$ cat src/rtl/dac_ser_pkg.sv
package dac_ser_pkg;

   // bit positions of the link pins inside the synchronizer bus
   localparam int PIN_CLK  = 0;
   localparam int PIN_SEL  = 1;
   localparam int PIN_DIN  = 2;
   localparam int PIN_CNT  = 3;

   // idle level of the link pins seen at reset: select released, clock and data low
   localparam logic [PIN_CNT-1:0] PIN_IDLE = 3'b010;

   typedef enum logic {
      EDGE_RISE = 1'b0,
      EDGE_FALL = 1'b1
   } edge_sel_e;

endpackage

$ cat src/rtl/dac_ser_sync.sv
module dac_ser_sync #(
   parameter int              W       = 3,
   parameter int              STAGES  = 2,
   parameter logic [W-1:0]    RST_VAL = '0
) (
   input  logic         clk,
   input  logic         rst_n,
   input  logic [W-1:0] d_i,
   output logic [W-1:0] q_o
);

   if (W < 1) begin : g_chk_w
      $error("dac_ser_sync: W must be at least 1");
   end
   if (STAGES < 0 || STAGES > 4) begin : g_chk_st
      $error("dac_ser_sync: STAGES must be 0 to 4");
   end

   if (STAGES == 0) begin : g_pass
      assign q_o = d_i;
   end else begin : g_chain
      logic [W-1:0] stg_q [STAGES];

      always_ff @(posedge clk or negedge rst_n) begin
         if (!rst_n) begin
            stg_q[0] <= RST_VAL;
         end else begin
            stg_q[0] <= d_i;
         end
      end

      for (genvar i = 1; i < STAGES; i++) begin : g_stage
         always_ff @(posedge clk or negedge rst_n) begin
            if (!rst_n) begin
               stg_q[i] <= RST_VAL;
            end else begin
               stg_q[i] <= stg_q[i-1];
            end
         end
      end

      assign q_o = stg_q[STAGES-1];
   end

endmodule

$ cat src/rtl/dac_ser_edge.sv
module dac_ser_edge
   import dac_ser_pkg::*;
#(
   parameter edge_sel_e KIND    = EDGE_RISE,
   parameter logic      RST_VAL = 1'b0
) (
   input  logic clk,
   input  logic rst_n,
   input  logic lvl_i,
   output logic hit_o
);

   logic prev_q;

   always_ff @(posedge clk or negedge rst_n) begin
      if (!rst_n) begin
         prev_q <= RST_VAL;
      end else begin
         prev_q <= lvl_i;
      end
   end

   if (KIND == EDGE_RISE) begin : g_rise
      assign hit_o = lvl_i & ~prev_q;
   end else begin : g_fall
      assign hit_o = ~lvl_i & prev_q;
   end

   // an edge can never be reported in two consecutive cycles
   a_r8_edge_single: assert property (@(posedge clk) disable iff (!rst_n)
      hit_o |=> !hit_o);

endmodule

$ cat src/rtl/dac_ser_shifter.sv
module dac_ser_shifter #(
   parameter int CODE_W = 16
) (
   input  logic              clk,
   input  logic              rst_n,
   input  logic              sclk_rise_i,
   input  logic              sel_n_i,
   input  logic              din_i,
   output logic [CODE_W-1:0] sh_o
);

   if (CODE_W < 2) begin : g_chk_w
      $error("dac_ser_shifter: CODE_W must be at least 2");
   end

   logic              shift_en;
   logic [CODE_W-1:0] sh_q;

   assign shift_en = sclk_rise_i & ~sel_n_i;

   always_ff @(posedge clk or negedge rst_n) begin
      if (!rst_n) begin
         sh_q <= '0;
      end else if (shift_en) begin
         sh_q <= {sh_q[CODE_W-2:0], din_i};
      end
   end

   assign sh_o = sh_q;

   // select released means no movement of the shift contents
   a_r6_idle_keep: assert property (@(posedge clk) disable iff (!rst_n)
      sel_n_i |=> $stable(sh_q));

   // each accepted bit lands at bit 0 and older bits move up by one
   a_r3_msb_first: assert property (@(posedge clk) disable iff (!rst_n)
      (sclk_rise_i && !sel_n_i) |=>
         (sh_q[0] == $past(din_i)) && (sh_q[CODE_W-1:1] == $past(sh_q[CODE_W-2:0])));

   // without a rising serial-clock edge nothing is captured
   a_r2_rise_only: assert property (@(posedge clk) disable iff (!rst_n)
      !sclk_rise_i |=> $stable(sh_q));

endmodule

$ cat src/rtl/dac_ser_hold.sv
module dac_ser_hold #(
   parameter int CODE_W = 16
) (
   input  logic              clk,
   input  logic              rst_n,
   input  logic              load_i,
   input  logic [CODE_W-1:0] sh_i,
   output logic [CODE_W-1:0] code_o,
   output logic              upd_o
);

   logic [CODE_W-1:0] code_q;
   logic              upd_q;

   always_ff @(posedge clk or negedge rst_n) begin
      if (!rst_n) begin
         code_q <= '0;
         upd_q  <= 1'b0;
      end else begin
         upd_q <= load_i;
         if (load_i) begin
            code_q <= sh_i;
         end
      end
   end

   assign code_o = code_q;
   assign upd_o  = upd_q;

   // the output moves only after a load request
   a_r7_hold_stable: assert property (@(posedge clk) disable iff (!rst_n)
      !load_i |=> $stable(code_q));

   // load request gives the strobe and the shift contents together
   a_r8_upd_with_code: assert property (@(posedge clk) disable iff (!rst_n)
      load_i |=> (upd_q && code_q == $past(sh_i)));

   // strobe lasts one cycle
   a_r8_upd_pulse: assert property (@(posedge clk) disable iff (!rst_n)
      upd_q |=> !upd_q);

endmodule

$ cat src/rtl/dac_ser_load.sv
module dac_ser_load
   import dac_ser_pkg::*;
#(
   parameter int CODE_W      = 16,
   parameter int SYNC_STAGES = 2
) (
   input  logic              clk,
   input  logic              rst_n,
   input  logic              ser_clk,
   input  logic              ser_sel_n,
   input  logic              ser_din,
   output logic [CODE_W-1:0] dac_code,
   output logic              code_upd
);

   logic [PIN_CNT-1:0] pins_raw;
   logic [PIN_CNT-1:0] pins_sync;
   logic               sclk_rise;
   logic               sel_rise;
   logic [CODE_W-1:0]  sh_val;

   assign pins_raw[PIN_CLK] = ser_clk;
   assign pins_raw[PIN_SEL] = ser_sel_n;
   assign pins_raw[PIN_DIN] = ser_din;

   dac_ser_sync #(
      .W       (PIN_CNT),
      .STAGES  (SYNC_STAGES),
      .RST_VAL (PIN_IDLE)
   ) u_sync (
      .clk   (clk),
      .rst_n (rst_n),
      .d_i   (pins_raw),
      .q_o   (pins_sync)
   );

   dac_ser_edge #(
      .KIND    (EDGE_RISE),
      .RST_VAL (PIN_IDLE[PIN_CLK])
   ) u_sclk_edge (
      .clk   (clk),
      .rst_n (rst_n),
      .lvl_i (pins_sync[PIN_CLK]),
      .hit_o (sclk_rise)
   );

   dac_ser_edge #(
      .KIND    (EDGE_RISE),
      .RST_VAL (PIN_IDLE[PIN_SEL])
   ) u_sel_edge (
      .clk   (clk),
      .rst_n (rst_n),
      .lvl_i (pins_sync[PIN_SEL]),
      .hit_o (sel_rise)
   );

   dac_ser_shifter #(
      .CODE_W (CODE_W)
   ) u_shift (
      .clk         (clk),
      .rst_n       (rst_n),
      .sclk_rise_i (sclk_rise),
      .sel_n_i     (pins_sync[PIN_SEL]),
      .din_i       (pins_sync[PIN_DIN]),
      .sh_o        (sh_val)
   );

   dac_ser_hold #(
      .CODE_W (CODE_W)
   ) u_hold (
      .clk    (clk),
      .rst_n  (rst_n),
      .load_i (sel_rise),
      .sh_i   (sh_val),
      .code_o (dac_code),
      .upd_o  (code_upd)
   );

   // while reset is held the outputs sit at their cleared values
   always_comb begin
      if (!rst_n) begin
         a_r1_reset_clear: assert (dac_code == '0 && code_upd == 1'b0);
      end
   end

endmodule

$ cat config.mk
export PLATFORM = sky130hd
export DESIGN_NAME = dac_ser_load
export DESIGN_NICKNAME = d
export VERILOG_FILES = /design/src/rtl/dac_ser_pkg.sv /design/src/rtl/dac_ser_sync.sv /design/src/rtl/dac_ser_edge.sv /design/src/rtl/dac_ser_shifter.sv /design/src/rtl/dac_ser_hold.sv /design/src/rtl/dac_ser_load.sv
export SDC_FILE = /design/constraint.sdc
export NUM_CORES = 1
export LEC_CHECK = 0
export BUFFER_PORTS_ARGS = -buffer_cell sky130_fd_sc_hd__buf_2
export CAP_MARGIN = 20
export CORE_MARGIN = 2
export CORE_UTILIZATION = 58
export DETAILED_ROUTE_END_ITERATION = 8
export PLACE_DENSITY_LB_ADDON = 0.25
export SLEW_MARGIN = 5
export SYNTH_ARGS = -nofsm -noshare
export SYNTH_HDL_FRONTEND = slang
export SYNTH_SLANG_ARGS = --single-unit
export TNS_END_PERCENT = 20
$ cat constraint.sdc
create_clock -name clk -period 2.5 [get_ports clk]
set_clock_uncertainty 0.15 [all_clocks]
set_input_delay 0.75 -clock clk [delete_from_list [all_inputs] [get_ports clk]]
set_output_delay 0.75 -clock clk [all_outputs]
set_load 0.05 [all_outputs]
==> results.py, run 1 <==
metrics = {
    "route": {
        "vias_per_cell": 5.24,
        "drt-pass1-iter-count": 2,
        "post-route-drc-count": 0,
        "wl_per_cell_um": 15.4,
        "vias": 729,
        "drt_first_iter_violations": 2,
        "final_antenna_net_count": 0,
        "wirelength_um": 2140,
    },
    "cts": {
        "cts-resized-gates": 0,
        "root_buffer": "clkbuf_4",
        "post_cts_buffers": 0,
        "cts_tree": "yes",
        "clk_pin_slew_worst_paths_ns": 0.11,
        "holdBufCountCts": 0,
        "clock-sinks": 41,
        "cts_max_path_buffers": 2,
        "cts_max_level": 2,
        "clk-insertion-delay-late_ns": 0.34,
        "cts_made_buffers": 5,
    },
    "synthesis": {
        "ys_async_sr_fraction_pct": 100,
        "syn_area_sq_um": 1490,
        "yosysWarningCount": 0,
        "yosys-top-cells-area": "dfrtp_1, mux2_2, mux2_4",
        "synth_edf_count": 0,
        "yosysMostFrequentCell": "dfrtp_1",
        "syn_area_per_cell_sq_um": 18.9,
        "synth_top_cell_area_share_pct": 63.7,
        "ys_seq_area_share_pct": 69.0,
        "post-synth-top-area-cell": "dfrtp_1",
        "synth_nets": 84,
        "syn_inst": 79,
        "synth-seq-cells": 41,
        "synth.top_cells.by_count": "dfrtp_1, mux2_2, mux2_4, dfstp_2",
        "synth_cell_type_count": 10,
        "ys_dominant_reg_cell": "dfrtp_1",
    },
    "timing": {
        "hold_viol_final": 0,
        "period_needed_ns": 1.90,
        "maxSlewViolCount": 0,
        "fin_crit_sh_pct": 75.8,
        "tightest_slew_ns": 0.371,
        "setup_ws_ns": 0.604,
        "setup_tns_ns": 0,
        "rsz0062_at_grt": "false",
        "clock.fmax_mhz": 527,
        "setup_viol": 0,
        "maxSlewHeadroom_pct": 75.3,
    },
    "critical_path": {
        "crit_arrival_ns": 1.00,
        "critPathLaunch": "u_hold.code_o[15]",
        "crit_slowest_cell": "dfrtp_1",
        "r2r_cells": 3,
        "critPathMaxFanout": 2,
        "endpoint_kind": "primary output",
        "crit_cells": 1,
        "path_buf_inv": 1,
        "r2r_slack_ns": 0.79,
        "startpoint_type": "flop",
        "rr_startpoint": "u_sel_edge.prev_q",
        "crit_end": "dac_code[15]",
        "path_delay_family": "flip-flops",
        "max_stage_delay_ns": 0.38,
        "required_ns": 1.60,
        "path_class": "flop to primary output",
        "worstReg2RegEnd": "u_hold.code_o[8]",
        "crit_chain": "buf_2",
    },
    "finish": {
        "diodes": 0,
        "nets": 113,
        "instances_no_fill": 139,
        "syn2layout_area_growth_pct": 13.8,
        "final_layout_size_suffix_gt1_share_pct": 63.3,
    },
    "die": {
        "die_w_um": 54.7,
        "dieArea_sq_um": 3000,
        "ios": 22,
        "die_y_um": 54.7,
        "start_util_pct": 60.8,
        "num_rows": 18,
        "core_area_sq_um": 2450,
    },
    "run_status": {
        "status": "completed",
    },
    "global_routing": {
        "grt_pass1_vias": 730,
        "grt_pass1_wl_um": 3600,
        "grt-ovfl-total": 0,
        "groute.usage.overall_pct": 18.7,
        "antenna_found_initial": 0,
        "grt_max_degree": 19,
    },
    "pwr": {
        "leakagePower_nw": 0.889,
        "irDropWorstVdd_mv": 0.840,
        "power.density_nw_per_um2": 1020,
    },
    "flow_run": {
        "drv_cap": 0,
    },
    "placement": {
        "gp_congestion": 0.665,
        "place_inst": 131,
        "port_buffers": 21,
        "hpwl_um": 1510,
        "post-place-ws_ns": 0.785,
    },
    "worst_hold_path": {
        "min_path_type": "primary input to asynchronous set/reset pin",
    },
}
flip-flops by register name (all words and copies together) (netlist names):
name,count
u_shift.sh_o,16
u_sclk_edge.prev_q,1
u_hold.code_o,16
u_sync.q_o,3
u_sync.g_chain.stg_q,3
u_hold.upd_o,1
u_sel_edge.prev_q,1
layer usage:
| metal | GRT usage (%) | vias to the layer above | routed length [um] |
|---|---|---|---|
| li1 | - | 333 | - |
| met1 | 24.9 | 366 | 983 |
| met4 | 11.3 | 0 | 46 |
| met3 | 5.74 | 9 | 95 |
| met5 | 0 | - | 0 |
| met2 | 26.8 | 21 | 1010 |
cell type report:
type	instances	area, sq um
tap	30	37.5
sequential	41	1030
fill	170	756
clock buffer	7	65.1
timing repair buffer	25	135
inverter	1	3.75
clock inverter	1	5.00
multi-input combinational	34	423
worst min-delay path by stage:
stage                               end  cells after the start
after floorplan           u_sync.q_o[0]                      0
after CTS                  u_hold.upd_o                      1
after global routing       u_hold.upd_o                      1
final                      u_hold.upd_o                      1
after detailed placement  u_sync.q_o[2]                      0
after global placement    u_sync.q_o[2]                      0
per-stage QoR:
step / hold slack [ns] / utilization [%] / instance area, sq um / total power [mW]
after global routing: 0.111 / 69.2 / 1700 / 1.82
final: 0.110 / 69.2 / 1700 / 1.73
after detailed placement: 0.190 / 66.4 / 1630 / 1.38
after CTS: 0.0977 / 69.2 / 1700 / 1.75
after global placement: 0.182 / 66.4 / 1630 / 1.37
after floorplan: 0.181 / - / 1490 / 1.26
logic make-up (layout without fill, tap and decap cells):
| family | count (synthesis) | in the layout | share of synthesized area [%] |
|---|---|---|---|
| buf+inv | 4 | 34 | 2.68 |
| simple gates | 2 | 2 | 1.68 |
| mux | 32 | 32 | 26.7 |
| flops | 41 | 41 | 69.0 |
report_power, final:
part	switching [mW]	total, mW	internal [mW]	leakage [nW]
logic	0.304	0.486	0.182	0.322
clock network	0.202	0.365	0.163	0.0413
registers	0.0853	0.880	0.795	0.526
total	0.591	1.73	1.14	0.889
cell usage in the layout (no fill, tap or decap):
cell type  netlist  routed
inv_1            1       1
clkbuf_8         0       2
dfrtp_1         38      38
dfstp_2          3       3
mux2_2          22      22
clkinv_2         0       1
mux2_4          10      10
nor3b_4          1       1
clkbuf_4         0       5
nand2b_1         1       1
buf_2            1      21
buf_4            0       4
No activity file was read; power rests on OpenSTA's default activity.
==> run 2: changes to the inputs <==
- CORE_UTILIZATION: 58 -> 49
- clock period: 2.5 -> 1.6 ns (I/O delays scaled with it)
==> results.py, run 2 (same netlist as run 1, synthesis figures left out) <==
metrics = {
    "critical_path": {
        "crit_arrival_ns": 0.92,
        "path_class": "flop to primary output",
        "max_stage_delay_ns": 0.39,
        "crit_slowest_cell": "dfrtp_1",
        "r2r_cells": 3,
        "path_delay_family": "flip-flops",
        "critPathMaxFanout": 2,
        "startpoint_type": "flop",
        "endpoint_kind": "primary output",
        "critPathLaunch": "u_hold.code_o[2]",
        "crit_chain": "buf_4",
        "required_ns": 0.97,
        "crit_cells": 1,
        "rr_startpoint": "u_sclk_edge.prev_q",
        "path_buf_inv": 1,
    },
    "route": {
        "wirelength_um": 2020,
        "drt-pass1-iter-count": 2,
        "vias": 743,
        "final_antenna_net_count": 0,
        "post-route-drc-count": 0,
        "wl_per_cell_um": 14.0,
        "drt_first_iter_violations": 12,
        "vias_per_cell": 5.12,
    },
    "cts": {
        "clk-insertion-delay-late_ns": 0.34,
        "clock-sinks": 41,
        "cts_max_level": 2,
        "clk_pin_slew_worst_paths_ns": 0.11,
        "cts_made_buffers": 5,
        "cts_max_path_buffers": 2,
        "post_cts_buffers": 0,
        "cts_tree": "yes",
        "root_buffer": "clkbuf_4",
    },
    "global_routing": {
        "grt_max_degree": 20,
        "grt-ovfl-total": 0,
        "grt_pass1_wl_um": 3430,
        "antenna_found_initial": 0,
        "groute.usage.overall_pct": 14.0,
        "grt_pass1_vias": 755,
    },
    "finish": {
        "final_cell_mix": "dfrtp_1, mux2_2, buf_4, mux2_4, buf_6",
        "final_common_cell": "dfrtp_1",
        "final_layout_size_suffix_gt1_share_pct": 61.6,
        "diodes": 0,
        "fin_area_sq_um": 1820,
        "syn2layout_area_growth_pct": 21.6,
        "nets": 116,
        "n_fill_cell": 229,
    },
    "die": {
        "dieArea_sq_um": 3500,
        "ios": 22,
        "die_y_um": 59.2,
        "num_rows": 20,
        "core_area_sq_um": 2980,
        "die_w_um": 59.2,
        "start_util_pct": 50.1,
    },
    "worst_hold_path": {
        "min_path_type": "primary input to flop",
        "holdPathStages": 1,
        "worstHoldStart": "ser_sel_n",
    },
    "flow_run": {
        "drv_cap": 0,
    },
    "pwr": {
        "power_mw": 2.76,
        "leakagePower_nw": 0.913,
        "irDropWorstVdd_mv": 1.19,
        "power.density_nw_per_um2": 1520,
    },
    "timing": {
        "fin_crit_sh_pct": 97.2,
        "setup_viol": 0,
        "maxSlewHeadroom_pct": 76.2,
        "clock.fmax_mhz": 643,
        "period_needed_ns": 1.55,
        "setup_tns_ns": 0,
        "maxSlewViolCount": 0,
        "tightest_slew_ns": 0.357,
        "hold_viol_final": 0,
    },
    "placement": {
        "port_buffers": 21,
        "gp_congestion": 0.680,
        "hpwl_um": 1450,
        "place_area_sq_um": 1670,
    },
    "run_status": {
        "status": "completed",
    },
}
==> run 2: area by class of cell <==
type / count / area [sq um] / share of cell area (%)
timing repair buffer: 28 / 259 / 14.3
multi-input combinational: 34 / 423 / 23.3
tap: 33 / 41.3 / 2.27
sequential: 41 / 1030 / 56.7
clock buffer: 8 / 58.8 / 3.24
inverter: 1 / 3.75 / 0.207
==> run 2: worst paths after layout <==
path                                                 to  slack [ns]
worst max-delay path                        dac_code[2]        0.05
worst min-delay path            u_sync.g_chain.stg_q[4]        0.08
worst max register to register          u_shift.sh_o[3]        0.16
worst min register to register            u_sync.q_o[2]        0.21
max in group asynchronous            u_sclk_edge.prev_q        0.42
min in group asynchronous               u_shift.sh_o[1]        0.41
==> run 2: worst reg2reg max path, cell delays in order (launching register included) <==
cell and delay, ns:
dfrtp_1 0.41, nor3b_4 0.26, buf_4 0.22, mux2_4 0.31
==> run 2: routing by layer <==
layer | wire length (um) | GRT usage, %
met5 | 0 | 0
met4 | 68 | 10.7
met3 | 91 | 4.59
met2 | 997 | 20.6
met1 | 865 | 17.1
==> run 2: repair_timing <==
action | in CTS | in global routing
gates cloned | 0 | 0
endpoints found under the setup margin | 12 | 12
hold buffers | 1 | 0
hold endpoints to repair | 10 | 0
gates resized for setup | 12 | 17
==> run 2: where the power goes <==
part | total [mW] | internal (mW) | switching [mW]
combinational | 0.862 | 0.388 | 0.474
sequential | 1.38 | 1.24 | 0.138
clock | 0.521 | 0.217 | 0.304
==> run 2: through the flow <==
step           worst slack, ns  hold slack (ns)  util, %  std cells
5_1_grt               -0.00549           0.0546     61.0        145
3_3_place_gp             0.192            0.189     56.2        136
3_5_place_dp             0.151            0.189     56.2        136
4_1_cts               0.000220           0.0649     59.5        145
2_1_floorplan            0.106           0.0344        -         79
6_report                0.0450           0.0835     61.0        145
==> run 3: changes to the inputs <==
- BUFFER_PORTS_ARGS: -buffer_cell sky130_fd_sc_hd__buf_2 -> -buffer_cell sky130_fd_sc_hd__buf_4
==> results.py, run 3 (same netlist as run 1, synthesis figures left out) <==
metrics = {
    "placement": {
        "port_buffers": 21,
        "hpwl_um": 1300,
        "place_area_sq_um": 1700,
        "gp_congestion": 0.687,
        "place_inst": 134,
    },
    "worst_hold_path": {
        "holdPathStages": 1,
        "min_path_type": "primary input to flop",
    },
    "die": {
        "die_w_um": 59.2,
        "die_y_um": 59.2,
        "ios": 22,
        "num_rows": 20,
        "start_util_pct": 50.1,
        "dieArea_sq_um": 3500,
        "core_area_sq_um": 2980,
    },
    "cts": {
        "root_buffer": "clkbuf_4",
        "cts_max_path_buffers": 2,
        "clock-sinks": 41,
        "clk-insertion-delay-late_ns": 0.34,
        "clk_pin_slew_worst_paths_ns": 0.12,
        "cts_made_buffers": 5,
        "cts_max_level": 2,
        "cts_tree": "yes",
    },
    "critical_path": {
        "critPathMaxFanout": 2,
        "endpoint_kind": "primary output",
        "path_class": "flop to primary output",
        "max_stage_delay_ns": 0.39,
        "path_buf_inv": 1,
        "required_ns": 0.97,
        "crit_arrival_ns": 0.93,
        "path_delay_family": "flip-flops",
        "crit_chain": "buf_4",
        "r2r_slack_ns": 0.17,
        "crit_cells": 1,
        "r2r_cells": 3,
        "crit_slowest_cell": "dfrtp_1",
        "startpoint_type": "flop",
    },
    "timing": {
        "maxSlewViolCount": 0,
        "clock.fmax_mhz": 642,
        "fin_crit_sh_pct": 97.3,
        "period_needed_ns": 1.56,
        "setup_tns_ns": 0,
        "setup_viol": 0,
        "tightest_slew_ns": 0.496,
        "hold_viol_final": 0,
        "rsz0062_at_grt": "true",
        "maxSlewHeadroom_pct": 66.9,
    },
    "route": {
        "vias_per_cell": 4.92,
        "drt-pass1-iter-count": 2,
        "wirelength_um": 1970,
        "drt_first_iter_violations": 25,
        "post-route-drc-count": 0,
        "wl_per_cell_um": 13.8,
        "final_antenna_net_count": 0,
        "vias": 703,
    },
    "global_routing": {
        "grt_pass1_vias": 722,
        "grt_pass1_wl_um": 3440,
        "grt_max_degree": 42,
        "groute.usage.overall_pct": 13.9,
        "grt-ovfl-total": 0,
        "antenna_found_initial": 0,
    },
    "finish": {
        "final_common_cell": "dfrtp_1",
        "syn2layout_area_growth_pct": 20.6,
        "fin_area_sq_um": 1800,
        "diodes": 0,
        "nets": 114,
        "instances_no_fill": 143,
        "final_layout_size_suffix_gt1_share_pct": 60.9,
        "final_cell_mix": "dfrtp_1, mux2_2, buf_4, mux2_4, buf_6",
    },
    "pwr": {
        "leakagePower_nw": 0.903,
        "irDropWorstVdd_mv": 0.995,
        "power.density_nw_per_um2": 1540,
    },
    "run_status": {
        "status": "completed",
    },
    "flow_run": {
        "drv_cap": 0,
    },
}
[run 3: cell count changes in the layout (fill, tap and decap cells not counted), sizes merged]
| cell | delta |
|---|---|
| buf | -2 |
[run 3: final timing paths]
path / from / to
setup / recovery: u_hold.code_o[10] / dac_code[10]
hold / removal: ser_sel_n / u_sync.g_chain.stg_q[4]
setup reg to reg: u_sclk_edge.prev_q / u_shift.sh_o[5]
hold reg to reg: u_sync.g_chain.stg_q[3] / u_sync.q_o[0]
max in group asynchronous: rst_n / u_sel_edge.prev_q
min in group asynchronous: rst_n / u_shift.sh_o[9]
[run 3: final cells by class]
cell class | count | area [sq um]
multi-input combinational | 34 | 423
timing repair buffer | 26 | 244
fill | 255 | 1180
inverter | 1 | 3.75
clock buffer | 8 | 58.8
sequential | 41 | 1030
tap | 33 | 41.3
[run 3: layer usage]
metal | track usage (%) | share of wire (%) | vias to the layer above
met5 | 0 | 0 | -
met4 | 7.79 | 1.8 | 0
met3 | 6.55 | 5.1 | 5
met2 | 19.0 | 45 | 19
met1 | 18.3 | 48 | 350
li1 | - | - | 329
[run 3: power by group]
part / leakage, nW / internal (mW) / total, mW / switching (mW)
combinational: 0.345 / 0.393 / 0.863 / 0.471
sequential: 0.526 / 1.24 / 1.39 / 0.143
clock: 0.0326 / 0.217 / 0.525 / 0.308
total: 0.903 / 1.85 / 2.77 / 0.922
[run 3: what timing repair did]
item	in CTS	in global routing
resized for setup	0	9
endpoints found under the setup margin	0	9
buffers inserted	0	0
hold endpoints to repair	38	0
hold buffers	1	0
[run 3: stage by stage]
stage          hold slack (ns)  worst slack, ns  utilization [%]  total power, mW
2_1_floorplan           0.0344            0.106                -             1.97
5_1_grt                 0.0558         -0.00840             60.5             2.91
3_3_place_gp             0.188            0.192             57.0             2.20
3_5_place_dp             0.191            0.163             57.0             2.22
6_report                0.0938           0.0430             60.5             2.77
4_1_cts                 0.0717           0.0157             59.3             2.75
